===== config.mk =====
export PLATFORM = sky130hd
export DESIGN_NAME = access_guard_monitor
export DESIGN_NICKNAME = d
export VERILOG_FILES = /design/src/rtl/access_guard_monitor.sv
export SDC_FILE = /design/constraint.sdc
export NUM_CORES = 1
export LEC_CHECK = 0
export BUFFER_PORTS_ARGS = -buffer_cell sky130_fd_sc_hd__buf_2
export CAP_MARGIN = 10
export CORE_MARGIN = 2
export CORE_UTILIZATION = 25
export CTS_CLUSTER_SIZE = 25
export DETAILED_ROUTE_END_ITERATION = 16
export GPL_ROUTABILITY_DRIVEN = 0
export HOLD_SLACK_MARGIN = 0.06
export PLACE_DENSITY = 0.53
export SYNTH_ARGS = -nofsm -noshare
export SYNTH_HDL_FRONTEND = slang
export SYNTH_SLANG_ARGS = --single-unit
export TNS_END_PERCENT = 30

===== constraint.sdc =====
create_clock -name clk -period 2.42 [get_ports clk]
set_clock_uncertainty 0.05 [all_clocks]
set_input_delay 0.363 -clock clk [delete_from_list [all_inputs] [get_ports clk]]
set_output_delay 0.363 -clock clk [all_outputs]
set_load 0.01 [all_outputs]

===== src/rtl/access_guard_monitor.sv =====
module access_guard_monitor #(
  parameter int ADDR_W = 16,
  parameter logic [ADDR_W-1:0] STATUS_OFF = 16'h00E8,
  parameter int NUM_WO = 2,
  parameter logic [NUM_WO*ADDR_W-1:0] WO_LIST = {16'h0014, 16'h0010},
  parameter int NUM_RO = 2,
  parameter logic [NUM_RO*ADDR_W-1:0] RO_LIST = {16'h0024, 16'h0020},
  parameter int NUM_PROT = 2,
  parameter logic [NUM_PROT*ADDR_W-1:0] PROT_LIST = {16'h0008, 16'h0004},
  parameter int NUM_KEY = 2,
  parameter logic [NUM_KEY*ADDR_W-1:0] KEY_LIST = {16'h0004, 16'h0000},
  parameter int KEY_W = 8,
  parameter int KEY_LSB = 24,
  parameter logic [KEY_W-1:0] KEY_VAL = 8'hA5
) (
  input  logic              clk,
  input  logic              rst_n,
  input  logic              bus_valid,
  input  logic              bus_write,
  input  logic [ADDR_W-1:0] bus_addr,
  input  logic [31:0]       bus_wdata,
  input  logic              prot_en,
  input  logic              sec_read_viol,
  input  logic              seq_err_evt,
  input  logic              clk_glitch_evt,
  output logic [31:0]       status_rdata
);
  localparam logic [31:0] KEY_MASK = 32'(((64'd1 << KEY_W) - 64'd1) << KEY_LSB);
  localparam logic [31:0] KEY_PAT  = 32'(KEY_VAL) << KEY_LSB;

  logic [NUM_WO-1:0]   wo_hit;
  logic [NUM_RO-1:0]   ro_hit;
  logic [NUM_PROT-1:0] prot_hit;
  logic [NUM_KEY-1:0]  key_hit;

  for (genvar g = 0; g < NUM_WO; g++) begin : g_wo
    assign wo_hit[g] = bus_addr == WO_LIST[g*ADDR_W +: ADDR_W];
  end
  for (genvar g = 0; g < NUM_RO; g++) begin : g_ro
    assign ro_hit[g] = bus_addr == RO_LIST[g*ADDR_W +: ADDR_W];
  end
  for (genvar g = 0; g < NUM_PROT; g++) begin : g_prot
    assign prot_hit[g] = bus_addr == PROT_LIST[g*ADDR_W +: ADDR_W];
  end
  for (genvar g = 0; g < NUM_KEY; g++) begin : g_key
    assign key_hit[g] = bus_addr == KEY_LIST[g*ADDR_W +: ADDR_W];
  end

  logic rd, wr, stat_hit, rd_stat, key_bad;
  assign rd       = bus_valid & ~bus_write;
  assign wr       = bus_valid & bus_write;
  assign stat_hit = bus_addr == STATUS_OFF;
  assign rd_stat  = rd & stat_hit;
  assign key_bad  = ((bus_wdata ^ KEY_PAT) & KEY_MASK) != 32'd0;

  logic [4:0] errs;
  assign errs[0] = rd & (|wo_hit);
  assign errs[1] = wr & ((|ro_hit) | stat_hit);
  assign errs[2] = wr & prot_en & (|prot_hit);
  assign errs[3] = wr & (|key_hit) & key_bad;
  assign errs[4] = sec_read_viol;

  logic [3:0] typ;
  always_comb begin
    typ = 4'd0;
    for (int i = 4; i >= 0; i--)
      if (errs[i]) typ = 4'(i);
  end

  logic [3:0]  flag_q;
  logic [3:0]  typ_q;
  logic        cls_q;
  logic [15:0] off_q;
  logic [3:0]  flag_set;
  assign flag_set = {|errs, seq_err_evt, clk_glitch_evt, errs[2]};

  always_ff @(posedge clk) begin
    if (!rst_n) begin
      flag_q <= '0;
      typ_q  <= '0;
      cls_q  <= 1'b0;
      off_q  <= '0;
    end else begin
      flag_q <= (flag_q & ~{4{rd_stat}}) | flag_set;
      if (|errs) begin
        typ_q <= typ;
        cls_q <= typ >= 4'd2;
      end
      if (errs[2]) off_q <= 16'(bus_addr);
    end
  end

  logic [31:0] word;
  assign word = {cls_q, 3'b000, typ_q, off_q, 4'b0000, flag_q};
  assign status_rdata = rd_stat ? word : 32'd0;
endmodule



# [Word level (Yosys, flattened, before mapping)]
# Index checks and enable logic that the tools add are counted.
# Widths: inputs -> output; s select.
[classes] order_cmp=1 eq_ne=7 mux=6 bitwise=15 n_reduce_logical=7
[op_table] cell="$eq 16x5->1 const B" n=2
[op_table] cell="$eq 16x6->1 const B" n=2
[op_table] cell="$mux 32" n=1
[op_table] cell="$reduce_bool 32->1" n=1
[op_table] cell="$eq 16x3->1 const B" n=1
[op_table] cell="$eq 16x4->1 const B" n=1
[op_table] cell="$eq 16x8->1 const B" n=1
[op_table] cell="$logic_not 16->1" n=1
[op_table] cell="$mux 4" n=3
[op_table] cell="$and 1x1->1" n=9
[op_table] cell="$not 4->4" n=2
[op_table] cell="$reduce_or 2->1" n=4
[op_table] cell="$mux 3" n=2
[op_table] cell="$reduce_or 5->1" n=1
[op_table] cell="$and 4x4->4" n=1
[op_table] cell="$ge 4x2->1 const B" n=1
[op_table] cell="$or 4x4->4" n=1
[op_table] cell="$not 1->1" n=1
[op_table] cell="$or 1x1->1" n=1
[totals] regBits=25 input_bits=56 output_inout_bits=32 word_cells=40

# [Depth between registers and ports, before layout]
[depth] ltp_word=9 mapped_depth=6 depth_no_buf=5

# [Least setup slack after synthesis]
# OpenSTA, ideal clock, no wires.
[synth_timing] path_kind="in2out" startpoint="input bus_addr[10]" endpoint="output status_rdata[0]" arrival_ns=1.587 required_ns=2.007 path_slack_ns=0.420 cell_stages=5 path_buffers=1 cell_sequence="nor4_2 > nand3_2 > nor3_4 > buf_2 > and2_1"
[synth_between] elab_chain_cells=3
[synth_rtl] item="from (decl)" line="20" source="input logic [ADDR_W-1:0] bus_addr,"
[synth_rtl] item="$eq 16x8->1" line="52" source="assign stat_hit = bus_addr == STATUS_OFF;"
[synth_rtl] item="$and 1x1->1" line="53" source="assign rd_stat = rd & stat_hit;"
[synth_rtl] item="$mux 32" line="95" source="assign status_rdata = rd_stat ? word : 32'd0;"
[synth_rtl] item="to (decl)" line="26" source="output logic [31:0] status_rdata"
# Every way passes these cells.

# [Worst setup path after layout]
[layout_timing] startpoint="input bus_addr[5]" endpoint="output status_rdata[20]"
# The elaborated chain is that of the path after synthesis.

==> summary.md <==
| Metric | Value |
|---|---|
| RR Startpoint | off_q[2] |
| Critical path capture point type | primary output |
| Flops & latches, synth | 24 |
| Synthesized instance count | approximately 130 |
| Num ports | 88 |
| Max_cap viols | 0 |
| Crit path from | bus_addr[5] |
| Hold Buf Count CTS | 0 |
| CTS tree | done |
| Hold_ws | 0.260 ns |
| WL final | ~2.3 mm |
| Clock Root Buffer | clkbuf_8 |
| First-pass GRT wire length | 3.88 mm |
| CTS resizes | 0 |
| Drt wl/cell | 9.67 um |
| Initial antenna violation count | 0 |
| Status | complete, no violations |
| Drt initial violations | 3 |
| Die width | ~73 um |
| Sequential share of the synthesized area | just under 40% |
| Antenna viol nets, final | 0 |
| Hold/Removal Path Class | input port to flip-flop |
| PwrDens | around 470 nW/um^2 |
| Clock sink count | 24 |
| GRT Total Usage | 8.95% |
| Core Rows | 25 |
| Startpoint types | input port |
| N_diodes | 0 |
| WHS Path Cells | 2 |
| Detailed-router iteration count before antenna repair | 2 |
| Synth Warn # | 0 |
| Final Cell Area | between 1500 and 2000 um^2 |
| DRC | 0 |
| Global route overflow | 0 |
| Post-layout util | roughly 33% |
| HPWL Detailed | around 1.9 mm |
| Worst setup path category | input port to primary output |
| Worst Path Arrival | roughly 1.7 ns |
| Via count | between 1000 and 1500 |
| Fin crit period | approximately 2.1 ns |
| Largest net degree at the start of global routing | 15 |
| Syn avg cell area | between 9 and 10 um^2 |
| Maximum vdd drop | between 0.15 and 0.2 mV |
| H-tree Lvls | 1 |
| I/O Buffers | 55 |
| Area Growth Syn to Fin | 29.9% |
| Initial Utilization | 25.7% |
| Total die area | about 5400 um^2 |
| Hold wc startpoint | clk_glitch_evt |
| Fraction of layout cells with a size suffix above 1 | a little under two fifths |
| Area of the mapped netlist | between 1000 and 1500 um^2 |
| Max Clk Rate | approximately 470 MHz |
| RSZ-0062 raised after global routing | false |
| Chip Height | around 73 um |
| Setup Total Neg Slack | 0 ns |
| Max Slew Vio Count | 0 |
| Cells on worst reg2reg path | 3 |
| Final Hold Viols | 0 |
| Tcrit/Tclk final | between 80 and 90% |
| Register Area | between 400 and 500 um^2 |
| Core Area | between 4000 and 5000 um^2 |
| Number of library cell types mapped by synthesis | 34 |
| # setup viols final | 0 |
| Number of buffers created by CTS | 3 |
| Multi-input logic area | about 650 um^2 |
| CP max FO | 14 |
| Placed Area | around 1500 um^2 |
| Post-CTS setup buffers | 0 |
| Leak pwr | a little under 0.8 nW |
| CTS Buffer Depth | 2 |
| Via/cell ratio | roughly 4.2 |
| Vias in the first global route | between 900 and 1000 |
| CTS clk-pin slew, worst paths | 0.08 ns |
| CP required | 2.01 ns |
| Worst-Skew Late Latency | around 0.26 ns |
| # fillers | between 500 and 600 |
| NumNets Final | 245 |
-- cell usage after synthesis --
cell type / n / share of area, %
and2_1: 37 / 19
dfxtp_1: 24 / 40
buf_4: 8 / 5.0
a21oi_1: 5 / 2.1
inv_1: 5 / 1.6
nor2b_1: 5 / 2.6
nor2_1: 4 / 1.2
o21ai_0: 4 / 1.7
nand2b_1: 3 / 1.6
nor3_1: 3 / 1.2
nor4_1: 3 / 1.6
o21a_1: 3 / 1.9
buf_2: 2 / 0.83
nand4_1: 2 / 1.0
nor3_4: 2 / 2.7
nor4_2: 2 / 2.1
nor4bb_1: 2 / 1.7
a2111o_1: 1 / 0.93
a21o_1: 1 / 0.62
a31oi_1: 1 / 0.52
buf_6: 1 / 0.93
clkbuf_1: 1 / 0.31
conb_1: 1 / 0.31
nand3_2: 1 / 0.83
nand3b_1: 1 / 0.62
nand3b_4: 1 / 1.7
nor2_2: 1 / 0.52
o21bai_1: 1 / 0.62
o31ai_1: 1 / 0.62
o41a_1: 1 / 0.93
or3_1: 1 / 0.52
or4_4: 1 / 0.93
or4b_1: 1 / 0.83
xnor2_1: 1 / 0.73
-- final cells by class --
cell class | count | area share [%]
timing repair buffer | 58 | 19.0
inverter | 5 | 1.20
sequential | 24 | 30.6
multi-input combinational | 97 | 41.4
tap | 54 | 4.31
clock buffer | 4 | 3.51
-- critical path, cell delays in order --
cell and delay, ns:
buf_2 0.10, inv_1 0.05, or4b_1 0.57, nor3_4 0.15, buf_4 0.20, and2_1 0.14
buf_2 0.12
-- metal layers --
| layer | up-vias | wire length (um) | track usage (%) | part of all wire (%) |
|---|---|---|---|---|
| li1 | 539 | - | - | - |
| met1 | 445 | 1090 | 10.9 | 47 |
| met2 | 40 | 1100 | 15.7 | 47 |
| met3 | 2 | 141 | 2.19 | 6.0 |
| met4 | 0 | 7 | 2.42 | 0.30 |
| met5 | - | 0 | 0 | 0 |
-- state kept, by name, summed over array words and instances (netlist names) --
name and flops:
typ_q 3, cls_q 1, off_q 16, flag_q 4
-- stage by stage --
| stage | instances | total power [mW] | setup slack [ns] |
|---|---|---|---|
| final | 242 | 0.735 | 0.309 |
| after global routing | 242 | 0.776 | 0.190 |
| after CTS | 242 | 0.750 | 0.300 |
| after detailed placement | 238 | 0.479 | 0.301 |
| after global placement | 238 | 0.479 | 0.297 |
| after floorplan | 138 | 0.455 | 0.420 |
-- cell usage in the layout (no fill, tap or decap), types with 2 or more instances in the layout --
cell type / instances
o21a_1: 3
nor4_2: 2
o21ai_0: 4
dfxtp_1: 24
and2_1: 37
nor2_1: 4
buf_4: 3
clkbuf_8: 4
nor4_1: 3
buf_2: 55
nor3_1: 3
nor4bb_1: 2
nor3_4: 2
a21oi_1: 5
nor2b_1: 5
inv_1: 5
conb_1: 8
nand2b_1: 3
nand4_1: 2
-- cell families (layout without fill, tap and decap cells) --
family,Yosys count,count (layout),share of synthesized area [%]
xor+xnor,1,1,0.726
flops,24,24,39.8
simple gates,70,70,40.7
other cells,1,8,0.311
buf+inv,17,67,8.60
compound gates,18,18,9.85
-- report_power, final --
group	total, mW	internal, mW	switching (mW)
Clock	0.265	0.145	0.120
Sequential	0.402	0.400	0.00188
Combinational	0.0673	0.0314	0.0358
-- final timing paths --
kind	to	slack (ns)
hold reg to reg	off_q[7]	0.40
hold / removal	flag_q[1]	0.26
setup / recovery	status_rdata[20]	0.31
setup reg to reg	off_q[2]	1.63
Power figures use the tool's default switching activity.
